File: config.mk
export PLATFORM = sky130hd
export DESIGN_NAME = rnm_pin_ctrl
export DESIGN_NICKNAME = d
export VERILOG_FILES = /design/src/rtl/rnm_pkg.sv /design/src/rtl/rnm_sync.sv /design/src/rtl/rnm_puc_rel.sv /design/src/rtl/rnm_core.sv /design/src/rtl/rnm_pin_ctrl.sv
export SDC_FILE = /design/constraint.sdc
export NUM_CORES = 1
export LEC_CHECK = 0
export BUFFER_PORTS_ARGS = -buffer_cell sky130_fd_sc_hd__buf_2
export CAP_MARGIN = 10
export CORE_ASPECT_RATIO = 1.1
export CORE_MARGIN = 2
export CORE_UTILIZATION = 40
export DETAILED_ROUTE_END_ITERATION = 10
export PLACE_DENSITY = 0.86
export SLEW_MARGIN = 20
export SYNTH_ARGS = -nofsm -noshare
export SYNTH_HDL_FRONTEND = slang
export SYNTH_SLANG_ARGS = --single-unit
File: constraint.sdc
create_clock -name clk -period 2.33 [get_ports clk]
set_clock_uncertainty 0.2 [all_clocks]
set_input_delay 0.233 -clock clk [delete_from_list [all_inputs] [get_ports clk]]
set_output_delay 0.233 -clock clk [all_outputs]
set_load 0.005 [all_outputs]
File: src/rtl/rnm_pkg.sv
package rnm_pkg;

    localparam int RNM_VEC_W = 16;

    typedef struct packed {
        logic                 mode;      // 1 = interrupt role
        logic                 edge_sel;  // 1 = falling edge active
        logic                 act_prev;  // previous polarity-adjusted level
        logic                 flag;      // pending event
        logic                 evt_puc;   // one-cycle clear pulse from an event
        logic [RNM_VEC_W-1:0] vec;       // vector word address
    } rnm_state_t;

endpackage

File: src/rtl/rnm_sync.sv
module rnm_sync #(
    parameter int   STG     = 2,
    parameter logic RST_VAL = 1'b1
) (
    input  logic clk,
    input  logic rst_n,
    input  logic d,
    output logic q
);
    logic [STG-1:0] stage_q;

    generate
        for (genvar i = 0; i < STG; i++) begin : g_stage
            always_ff @(posedge clk or negedge rst_n) begin
                if (!rst_n) begin
                    stage_q[i] <= RST_VAL;
                end else if (i == 0) begin
                    stage_q[i] <= d;
                end else begin
                    stage_q[i] <= stage_q[(i == 0) ? 0 : i-1];
                end
            end
        end
    endgenerate

    assign q = stage_q[STG-1];
endmodule

File: src/rtl/rnm_puc_rel.sv
module rnm_puc_rel #(
    parameter int STG = 2
) (
    input  logic clk,
    input  logic arst_n,   // assertion is immediate
    output logic rel_o     // 1 once release has crossed STG edges
);
    logic [STG-1:0] rel_q;

    generate
        for (genvar i = 0; i < STG; i++) begin : g_rel
            always_ff @(posedge clk or negedge arst_n) begin
                if (!arst_n) begin
                    rel_q[i] <= 1'b0;
                end else if (i == 0) begin
                    rel_q[i] <= 1'b1;
                end else begin
                    rel_q[i] <= rel_q[(i == 0) ? 0 : i-1];
                end
            end
        end
    endgenerate

    assign rel_o = rel_q[STG-1];
endmodule

File: src/rtl/rnm_core.sv
module rnm_core
    import rnm_pkg::*;
#(
    parameter logic [RNM_VEC_W-1:0] VEC_RST = 16'hFFFE,
    parameter logic [RNM_VEC_W-1:0] VEC_NMI = 16'hFFFC
) (
    input  logic                 clk,
    input  logic                 por_n,
    input  logic                 sync_pin,
    input  logic                 puc,
    input  logic                 wr_hit,
    input  logic                 wr_mode,
    input  logic                 wr_edge,
    input  logic                 nmi_ie,
    input  logic                 flag_clr,
    input  logic                 irq_ack,
    output logic                 mode_o,
    output logic                 edge_o,
    output logic                 flag_o,
    output logic                 evt_puc_o,
    output logic                 irq_req_o,
    output logic [RNM_VEC_W-1:0] vec_o
);
    localparam rnm_state_t RST_STATE = '{
        mode:     1'b0,
        edge_sel: 1'b0,
        act_prev: 1'b1,   // idle pin is high, rising polarity
        flag:     1'b0,
        evt_puc:  1'b0,
        vec:      VEC_RST
    };

    rnm_state_t st_q, st_d;
    logic act_lvl, evt, accept, req;

    assign req = st_q.flag & nmi_ie;

    always_comb begin
        act_lvl = sync_pin ^ st_q.edge_sel;
        evt     = st_q.mode & act_lvl & ~st_q.act_prev;
        accept  = irq_ack & req;

        st_d          = st_q;
        st_d.act_prev = act_lvl;
        st_d.evt_puc  = evt;

        if (puc) begin
            st_d.mode     = 1'b0;
            st_d.edge_sel = 1'b0;
        end else if (wr_hit) begin
            st_d.mode     = wr_mode;
            st_d.edge_sel = wr_edge;
        end

        if (evt) begin
            st_d.flag = 1'b1;
        end else if (flag_clr || accept) begin
            st_d.flag = 1'b0;
        end

        if (puc) begin
            st_d.vec = VEC_RST;
        end else if (accept) begin
            st_d.vec = VEC_NMI;
        end
    end

    always_ff @(posedge clk or negedge por_n) begin
        if (!por_n) begin
            st_q <= RST_STATE;
        end else begin
            st_q <= st_d;
        end
    end

    assign mode_o    = st_q.mode;
    assign edge_o    = st_q.edge_sel;
    assign flag_o    = st_q.flag;
    assign evt_puc_o = st_q.evt_puc;
    assign irq_req_o = req;
    assign vec_o     = st_q.vec;
endmodule

File: src/rtl/rnm_pin_ctrl.sv
module rnm_pin_ctrl
    import rnm_pkg::*;
#(
    parameter int                   ADDR_W   = 8,
    parameter logic [ADDR_W-1:0]    CTL_ADDR = 8'h3C,
    parameter int                   SYNC_STG = 2,
    parameter int                   REL_STG  = 2,
    parameter int                   MODE_BIT = 5,
    parameter int                   EDGE_BIT = 6,
    parameter logic [RNM_VEC_W-1:0] VEC_RST  = 16'hFFFE,
    parameter logic [RNM_VEC_W-1:0] VEC_NMI  = 16'hFFFC
) (
    input  logic                 clk,
    input  logic                 por_n,
    input  logic                 pin_i,
    input  logic                 ctl_wr,
    input  logic [ADDR_W-1:0]    ctl_addr,
    input  logic [7:0]           ctl_wdata,
    output logic [7:0]           ctl_rdata,
    input  logic                 nmi_ie,
    input  logic                 flag_clr,
    input  logic                 irq_ack,
    output logic                 flag_q,
    output logic                 irq_req,
    output logic                 puc_o,
    output logic [RNM_VEC_W-1:0] vec_addr
);
    logic sync_pin, mode, edge_sel, evt_puc, rel, arst_n, wr_hit;

    rnm_sync #(.STG(SYNC_STG), .RST_VAL(1'b1)) u_sync (
        .clk   (clk),
        .rst_n (por_n),
        .d     (pin_i),
        .q     (sync_pin)
    );

    // In reset role a low pin resets the release chain immediately.
    assign arst_n = por_n & (pin_i | mode);

    rnm_puc_rel #(.STG(REL_STG)) u_rel (
        .clk    (clk),
        .arst_n (arst_n),
        .rel_o  (rel)
    );

    assign puc_o  = ~rel | evt_puc;
    assign wr_hit = ctl_wr & (ctl_addr == CTL_ADDR);

    rnm_core #(.VEC_RST(VEC_RST), .VEC_NMI(VEC_NMI)) u_core (
        .clk       (clk),
        .por_n     (por_n),
        .sync_pin  (sync_pin),
        .puc       (puc_o),
        .wr_hit    (wr_hit),
        .wr_mode   (ctl_wdata[MODE_BIT]),
        .wr_edge   (ctl_wdata[EDGE_BIT]),
        .nmi_ie    (nmi_ie),
        .flag_clr  (flag_clr),
        .irq_ack   (irq_ack),
        .mode_o    (mode),
        .edge_o    (edge_sel),
        .flag_o    (flag_q),
        .evt_puc_o (evt_puc),
        .irq_req_o (irq_req),
        .vec_o     (vec_addr)
    );

    always_comb begin
        ctl_rdata           = '0;
        ctl_rdata[MODE_BIT] = mode;
        ctl_rdata[EDGE_BIT] = edge_sel;
    end
endmodule

== Word-level counts from Yosys, hierarchy flattened ==
Index checks and enable logic that the tools add are counted.

* Flip-flop bits (word level): 25
* Logic and storage cells: 32
* Input bits: 23
* Output and inout bits: 27

* Bitwise operators: 11
* Reduce and logical (&&, ||, !) cells: 4
* Muxes and demuxes: 6
* Eq/ne operators: 1

{| class="wikitable"
|+ Operator list
! operator !! count
|-
| $mux 16 || 2
|-
| $eq 8x6->1 const B || 1
|-
| $and 1x1->1 || 6
|-
| $reduce_bool 2->1 || 3
|-
| $mux 2 || 2
|-
| $mux 1 || 2
|-
| $not 1->1 || 2
|-
| $or 1x1->1 || 2
|-
| $logic_or 1x1->1 || 1
|-
| $xor 1x1->1 || 1
|}

== Logic depth before layout (Yosys ltp) ==
Gate-level depths: netlist of run 1.

* Word-level depth: 5
* Gate-level depth with buffers: 3
* Mapped depth without buffers: 3

== By module ==
From an unflattened synthesis of run 1, not the netlist that was laid out.

* Cells, all modules: 56
* Area total of the unflattened synthesis: 583.1 µm²

{| class="wikitable"
|+ Modules (own cells, without submodules)
! module !! sequential area each (µm²) !! area an instance (µm²) !! cells an instance !! instances
|-
| rnm_core || 152.6 || 370.4 || 37 || 1
|-
| rnm_pin_ctrl || 0.0 || 106.4 || 14 || 1
|-
| rnm_puc_rel || 50.0 || 53.8 || 3 || 1
|-
| rnm_sync || 52.6 || 52.6 || 2 || 1
|}

== Worst setup path after synthesis of run 1 ==
No wires, ideal clock.

* Kind: reg2reg
* From: reg u_sync.stage_q[1], in the netlist u_sync.q
* To: reg u_core.st_q (netlist bit u_core.flag_o)
* Setup slack: 1.084 ns
* Arrival time: 0.926 ns
* Path buffers: 0
* Required time: 2.010 ns
* Cell stages (with the launch flop): 4
* Path through: dfstp_2 xor2_1 and3b_1 a31o_2

* Cells in the longest elaborated chain, start to end: 4
* Elaborated cells between the ends (all ways): 5
* Those cells by class: 1 x mux; 3 x bitwise; 1 x reduce/logical

{| class="wikitable"
|+ RTL lines
! item !! line !! RTL
|-
| start, declared || rnm_sync.sv:10 || <nowiki>logic [STG-1:0] stage_q;</nowiki>
|-
| start signal, assigned by index || rnm_sync.sv:20 || <nowiki>stage_q[i] <= stage_q[(i == 0) ? 0 : i-1];</nowiki>
|-
| $xor 1x1->1 * || rnm_core.sv:39 || <nowiki>act_lvl = sync_pin ^ st_q.edge_sel;</nowiki>
|-
| named net u_core.act_lvl || rnm_core.sv:34 || <nowiki>logic act_lvl, evt, accept, req;</nowiki>
|-
| $and 1x1->1 * (2 in series) || rnm_core.sv:40 || <nowiki>evt = st_q.mode & act_lvl & ~st_q.act_prev;</nowiki>
|-
| named net u_core.evt || rnm_core.sv:34 ||
|-
| $mux 1 / $reduce_bool 2->1 (equally long branches) || -- ||
|-
| end signal, assigned || rnm_core.sv:72 || <nowiki>st_q <= st_d;</nowiki>
|-
| end, declared || rnm_core.sv:33 || <nowiki>rnm_state_t st_q, st_d;</nowiki>
|}

The timed path passes the listed nets; every way through them passes the cells marked *.
A chain may end at the register's enable or synchronous reset.

== Worst setup path after layout of run 1 ==
* From: reg u_core.st_q (netlist bit u_core.evt_puc_o)
* To: out puc_o

* Cells in the longest elaborated chain, start to end: 1

{| class="wikitable"
|+ RTL lines
! item !! line !! RTL
|-
| $or 1x1->1 || rnm_pin_ctrl.sv:46 || <nowiki>assign puc_o = ~rel | evt_puc;</nowiki>
|-
| end, declared || rnm_pin_ctrl.sv:25 || <nowiki>output logic puc_o,</nowiki>
|}

Every way passes these cells.

==> impl_metrics.env, run 1 <==
export IMPL_irDropWorstVdd_v=0.000214
export IMPL_reg2reg_setup_slack_ns=1.04
export IMPL_cts_root_buf="clkbuf_4"
export IMPL_syn_area_per_cell_um2=10.7
export IMPL_antenna_found_initial=0
export IMPL_vias=407
export IMPL_htreeDepth=1
export IMPL_synth_cell_types=20
export IMPL_share_seq_of_total_power_pct=48.8
export IMPL_firstDrtPassIters=4
export IMPL_fmax_mhz=714
export IMPL_antenna_cells=0
export IMPL_yosysTopAreaCell="buf_4"
export IMPL_pwr_share_comb_pct=11.0
export IMPL_p_int_mw=0.293
export IMPL_synth_area_top_cells="buf_4 30%, dfrtp_1 25%, dfstp_2 17%, nand4bb_4 4.5%, o31ai_1 2.5%"
export IMPL_p_clk_share_pct=40.3
export IMPL_tns_ns=0
export IMPL_clkSinkCount=10
export IMPL_die_w_um=41.2
export IMPL_multiInputGateArea_um2=244
export IMPL_ff2ff_path_depth=3
export IMPL_cp_arrival_ns=0.97
export IMPL_worst_path_max_fanout=4
export IMPL_grt_use_total_pct=12.5
export IMPL_synth_warnings=0
export IMPL_path_cells="nand2b_1 -> buf_2"
export IMPL_start_kind="register"
export IMPL_outcome="finished, final reports clean"
export IMPL_drc=0
export IMPL_whs_endpoint="u_core.mode_o"
export IMPL_ys_seq_area_share_pct=42.0
export IMPL_grt_pass1_vias=371
export IMPL_worst_slack_ns=0.929
export IMPL_power_density_nw_per_um2=540
export IMPL_leakage_nw=0.370
export IMPL_io_pin_count=50
export IMPL_core_area_um2=1400
export IMPL_final_antenna_net_count=0
export IMPL_syn_area_um2=608
export IMPL_rr_endpoint="u_core.flag_o"
export IMPL_path_buf_inv=1
export IMPL_hold_class="input pin to register"
export IMPL_layout_common_cells="22 x conb_1, 22 x buf_2, 6 x dfrtp_1, 4 x dfstp_2, 3 x clkbuf_4"
export IMPL_syn_inst=57
export IMPL_endpoint_kind="output pin"
export IMPL_crit_type="register to output pin"
export IMPL_required_ns=1.90
export IMPL_slowest_stage="dfrtp_1"
export IMPL_r2r_start="u_sync.q"
export IMPL_fill_cells=136
export IMPL_clock_path_buffers=2
export IMPL_final_net_count=105
export IMPL_regArea_um2=255
export IMPL_switching_share_pct=21.3
export IMPL_routed_wl_um=973
export IMPL_clock_latency_ns=0.26
export IMPL_cts_made_buffers=3
export IMPL_maxCapViolCount=0
export IMPL_hold_depth=3
export IMPL_fin_util_pct=49.2
export IMPL_rsz0062_at_grt="false"
export IMPL_hpwlAfterDp_um=805
export IMPL_min_period_over_period_pct=60.1
export IMPL_grt_pass1_wl_um=1480
export IMPL_placedCellCount=91
export IMPL_path_clk_slew_ns=0.07
export IMPL_fin_cells=97
export IMPL_vias_per_cell=4.20
export IMPL_power_switching_mw=0.0792
export IMPL_globalplace_congestion=0.673
export IMPL_p_total_mw=0.372
export IMPL_place_ws_ns=0.977
export IMPL_max_stage_delay_ns=0.37
export IMPL_ctsResizeCount=0
export IMPL_grt_max_degree=10
export IMPL_initial_core_util_pct=43.4
export IMPL_cp_top_family="flip-flops"
export IMPL_grt_remaining_overflow=0
export IMPL_drtIter0Drc=7
export IMPL_drv_slew=0
export IMPL_die_area_um2=1850
export IMPL_drive_gt1_share_pct=40.7
export IMPL_wl_per_cell_um=10.0
export IMPL_fp_dieH_um=44.9
export IMPL_cts_tree="done"
export IMPL_yosysTopAreaCellShare_pct=29.6
export IMPL_syn2layout_area_growth_pct=13.4
export IMPL_synth_seq_cells=10
export IMPL_min_from="ctl_wdata[5]"
export IMPL_setup_viol=0
export IMPL_rows=14
export IMPL_post_route_min_period_ns=1.40
export IMPL_hold_viol=0
export IMPL_io_buffers=22
==> flip-flops by register name, summed over array words and instances, names as in the netlist <==
| name | count |
|---|---|
| u_sync.q | 1 |
| u_core.edge_o | 1 |
| u_core.flag_o | 1 |
| u_rel.rel_o | 1 |
| u_core.st_q | 1 |
| u_core.vec_o | 1 |
| u_core.evt_puc_o | 1 |
| u_rel.rel_q | 1 |
| u_sync.stage_q | 1 |
| u_core.mode_o | 1 |
==> area by class of cell <==
cell class / count / share of cell area [%]
clock buffers: 4 / 5.26
flip-flops and latches: 10 / 37.0
well taps: 16 / 2.90
inverters: 1 / 0.544
repair buffers: 24 / 18.9
multi-input cells: 42 / 35.4
==> cells by family (layout without fill, tap and decap cells) <==
kind of cell	after synthesis	in the layout	share of synthesized area (%)
other cells	2	22	1.24
simple gates	12	12	17.1
xor+xnor	1	1	1.44
compound gates	7	7	8.03
flops	10	10	42.0
buf+inv	25	29	30.2
==> through the flow <==
stage | area (um2) | hold slack (ns)
after floorplan | 683 | -0.263
after global placement | 633 | -0.120
after detailed placement | 633 | -0.118
after CTS | 689 | 0.0203
after global routing | 689 | 0.0259
final | 689 | 0.0337
==> per-layer routing <==
metal	wire length [um]	up-vias	GRT usage [%]	part of all wire, %
li1	-	191	-	-
met1	345	189	13.5	35
met2	523	25	20.3	54
met3	88	2	1.48	9.0
met4	16	0	11.0	1.6
met5	0	-	0	0
==> synth_stat cells, drive strengths merged <==
library cell  instances
conb                  2
nand4                 2
inv                   1
nand2b                1
and4bb                1
or3b                  1
dfrtp                 6
nand2                 2
nand4bb               1
o21a                  1
xor2                  1
a21oi                 2
and3b                 1
buf                  24
a21o                  1
nor3b                 1
dfstp                 4
a31o                  1
and2                  2
o31ai                 2
==> worst reg2reg max path, stage by stage, from the launching register on <==
cell and delay (ns):
dfstp_2 0.53, xor2_1 0.07, and3b_1 0.18, a31o_2 0.22
==> timing repair <==
action | CTS | global route
hold endpoints to repair | 11 | 0
hold buffers | 2 | 0
buffers inserted | 0 | 0
==> worst max path at each step <==
stage                                start             to  slack, ns  cells past startpoint
after floorplan                   u_sync.q  u_core.flag_o       1.08                      3
final                     u_core.evt_puc_o          puc_o       0.93                      2
after global routing      u_core.evt_puc_o          puc_o       0.87                      2
after detailed placement       ctl_addr[1]  u_core.edge_o       0.98                      4
after CTS                 u_core.evt_puc_o          puc_o       0.92                      2
after global placement         ctl_addr[1]  u_core.mode_o        1.0                      4
==> power groups by stage <==
stage / Combinational (mW) / Sequential [mW] / Clock, mW
after floorplan: 0.0428 / 0.184 / 0
after detailed placement: 0.0375 / 0.185 / 0
after global routing: 0.0473 / 0.182 / 0.161
final: 0.0408 / 0.182 / 0.150
after global placement: 0.0361 / 0.184 / 0
after CTS: 0.0403 / 0.182 / 0.154
Power figures use the tool's default switching activity.
==> run 2: changes to the inputs <==
- CORE_UTILIZATION: 40 -> 33
- PLACE_DENSITY: 0.86 -> 0.77
- clock period: 2.33 -> 1.19 ns (I/O delays scaled with it)
==> run 2 against run 1 <==
Compared with the run above:
- the run now ends with hold timing, setup timing left
- first-iteration DRC count decreased by 86%
- non-clock buffer count increased by 12
- final cell count increased by 14%
- register-to-register slack got worse by 1.1 ns
- worst setup slack got worse by 1.0 ns
- flip-flop and latch count unchanged
- hold slack got worse by 0.056 ns
- critical endpoint is now u_core.flag_o
- largest cell class is now buffers
- largest power group unchanged
==> impl_metrics.env, run 2 (synthesis results as in run 1) <==
export IMPL_clock_path_buffers=2
export IMPL_use_met3_pct=2.22
export IMPL_whs_endpoint="u_core.mode_o"
export IMPL_share_seq_of_total_power_pct=47.4
export IMPL_min_from="ctl_addr[0]"
export IMPL_rr_endpoint="u_core.flag_o"
export IMPL_drv_slew=0
export IMPL_vias=439
export IMPL_grt_pass1_wl_um=1750
export IMPL_cts_hold_fix_buffers=6
export IMPL_grt_use_total_pct=10.5
export IMPL_endpoint_kind="register"
export IMPL_rsz0062_at_grt="true"
export IMPL_cp_arrival_ns=1.24
export IMPL_irDropWorstVdd_v=0.000679
export IMPL_layout_cells_most_common="conb_1"
export IMPL_drc=0
export IMPL_r2r_start="u_sync.q"
export IMPL_hold_class="input pin to register"
export IMPL_ff2ff_path_depth=3
export IMPL_cts_tree="done"
export IMPL_hold_viol=2
export IMPL_drtIter0Drc=1
export IMPL_post_route_min_period_ns=1.29
export IMPL_p_clk_share_pct=38.9
export IMPL_fp_dieH_um=49.0
export IMPL_clock_latency_ns=0.25
export IMPL_core_area_um2=1760
export IMPL_maxCapViolCount=0
export IMPL_setup_viol=6
export IMPL_clkSinkCount=10
export IMPL_firstDrtPassIters=4
export IMPL_violations="hold timing, setup timing"
export IMPL_path_cells="xor2_1 -> and3b_1 -> a31o_2"
export IMPL_initial_core_util_pct=34.5
export IMPL_io_pin_count=50
export IMPL_p_total_mw=0.751
export IMPL_power_switching_mw=0.159
export IMPL_rows=16
export IMPL_worst_slack_ns=-0.104
export IMPL_wl_per_cell_um=9.59
export IMPL_hold_slack_ns=-0.0220
export IMPL_hold_depth=4
export IMPL_fin_util_pct=47.7
export IMPL_grt_max_degree=10
export IMPL_antenna_found_initial=0
export IMPL_io_buffers=22
export IMPL_syn2layout_area_growth_pct=38.3
export IMPL_power_density_nw_per_um2=893
export IMPL_htreeDepth=1
export IMPL_pwr_share_comb_pct=13.7
export IMPL_path_clk_slew_ns=0.06
export IMPL_placedCellCount=97
export IMPL_min_period_over_period_pct=109
export IMPL_use_met1_pct=11.1
export IMPL_p_int_mw=0.592
export IMPL_start_kind="register"
export IMPL_globalplace_congestion=0.785
export IMPL_final_net_count=117
export IMPL_drive_gt1_share_pct=46.2
export IMPL_switching_share_pct=21.2
export IMPL_final_antenna_net_count=0
export IMPL_reg2reg_setup_slack_ns=-0.10
export IMPL_top_usage_layer="met2"
export IMPL_vias_per_cell=3.95
export IMPL_fmax_mhz=773
export IMPL_routed_wl_um=1070
export IMPL_crit_type="register to register"
export IMPL_antenna_cells=0
export IMPL_cts_made_buffers=3
export IMPL_grt_pass1_vias=408
export IMPL_leakage_nw=0.440
export IMPL_layout_common_cells="22 x conb_1, 17 x buf_2, 7 x buf_6"
export IMPL_fin_cells=111
export IMPL_grt_remaining_overflow=0
export IMPL_outcome="complete, but fails checks"
export IMPL_max_stage_delay_ns=0.52
export IMPL_required_ns=1.13
export IMPL_die_area_um2=2200
export IMPL_slowest_stage="dfstp_2"
export IMPL_cts_root_buf="clkbuf_4"
export IMPL_die_w_um=44.9
export IMPL_use_met2_pct=19.0
export IMPL_hpwlAfterDp_um=846
export IMPL_worst_path_max_fanout=2
[run 2: cell count changes in the layout (fill, tap and decap cells not counted)]
cell           previous run  this run
buf_2                    22        17
nand2b_1                  1         0
and2_1                    2         1
nand2b_4                  0         1
and2_4                    0         1
dlygate4sd3_1             2         6
buf_6                     0         7
buf_4                     0         6
[run 2: what timing repair did]
item                                   4_1_cts  5_1_grt
setup buffers                                2        2
gates resized for setup                      4        5
setup endpoints to repair                    7        7
endpoints found under the hold margin       15        1
[run 2: metrics by stage]
step                worst slack (ns)  instance area (um2)  TNS, ns
detailed placement            -0.117                  666   -0.411
finish                        -0.104                  841   -0.229
floorplan                    -0.0563                  683  -0.0563
CTS                           -0.106                  800   -0.326
global placement             -0.0870                  666   -0.239
global route                  -0.144                  841   -0.548
[run 2: layer usage]
| metal | up-vias | routed length, um |
|---|---|---|
| li1 | 215 | - |
| met1 | 200 | 376 |
| met2 | 22 | 608 |
| met3 | 2 | 64 |
| met4 | 0 | 17 |
| met5 | - | 0 |
[run 2: final cells by class]
type | instances | area [um2]
Timing Repair Buffer | 36 | 269
Fill cell | 163 | 921
Inverter | 1 | 3.75
Tap cell | 18 | 22.5
Sequential cell | 10 | 255
Clock buffer | 4 | 36.3
Multi-Input combinational cell | 42 | 254
[run 2: power groups by stage]
stage / combinational, mW / sequential (mW) / clock (mW)
2_1_floorplan: 0.0838 / 0.361 / 0
3_3_place_gp: 0.0737 / 0.361 / 0
3_5_place_dp: 0.0766 / 0.361 / 0
4_1_cts: 0.101 / 0.356 / 0.304
5_1_grt: 0.116 / 0.356 / 0.328
6_report: 0.103 / 0.356 / 0.292
[run 2: worst max-delay path: cells and delay by family, from the launching register on]
family           cells  cell delay (ns)
XOR/XNOR             1             0.06
AO/OA/AOI/OAI        1             0.21
AND/OR/NAND/NOR      1             0.19
flip-flops           1             0.52
[run 2: worst max path at each step]
stage	startpoint	to	cells past startpoint
2_1_floorplan	u_sync.q	u_core.flag_o	3
3_3_place_gp	u_sync.q	u_core.flag_o	3
3_5_place_dp	ctl_addr[1]	u_core.edge_o	4
4_1_cts	u_sync.q	u_core.flag_o	3
5_1_grt	u_sync.q	u_core.evt_puc_o	3
6_report	u_sync.q	u_core.flag_o	3
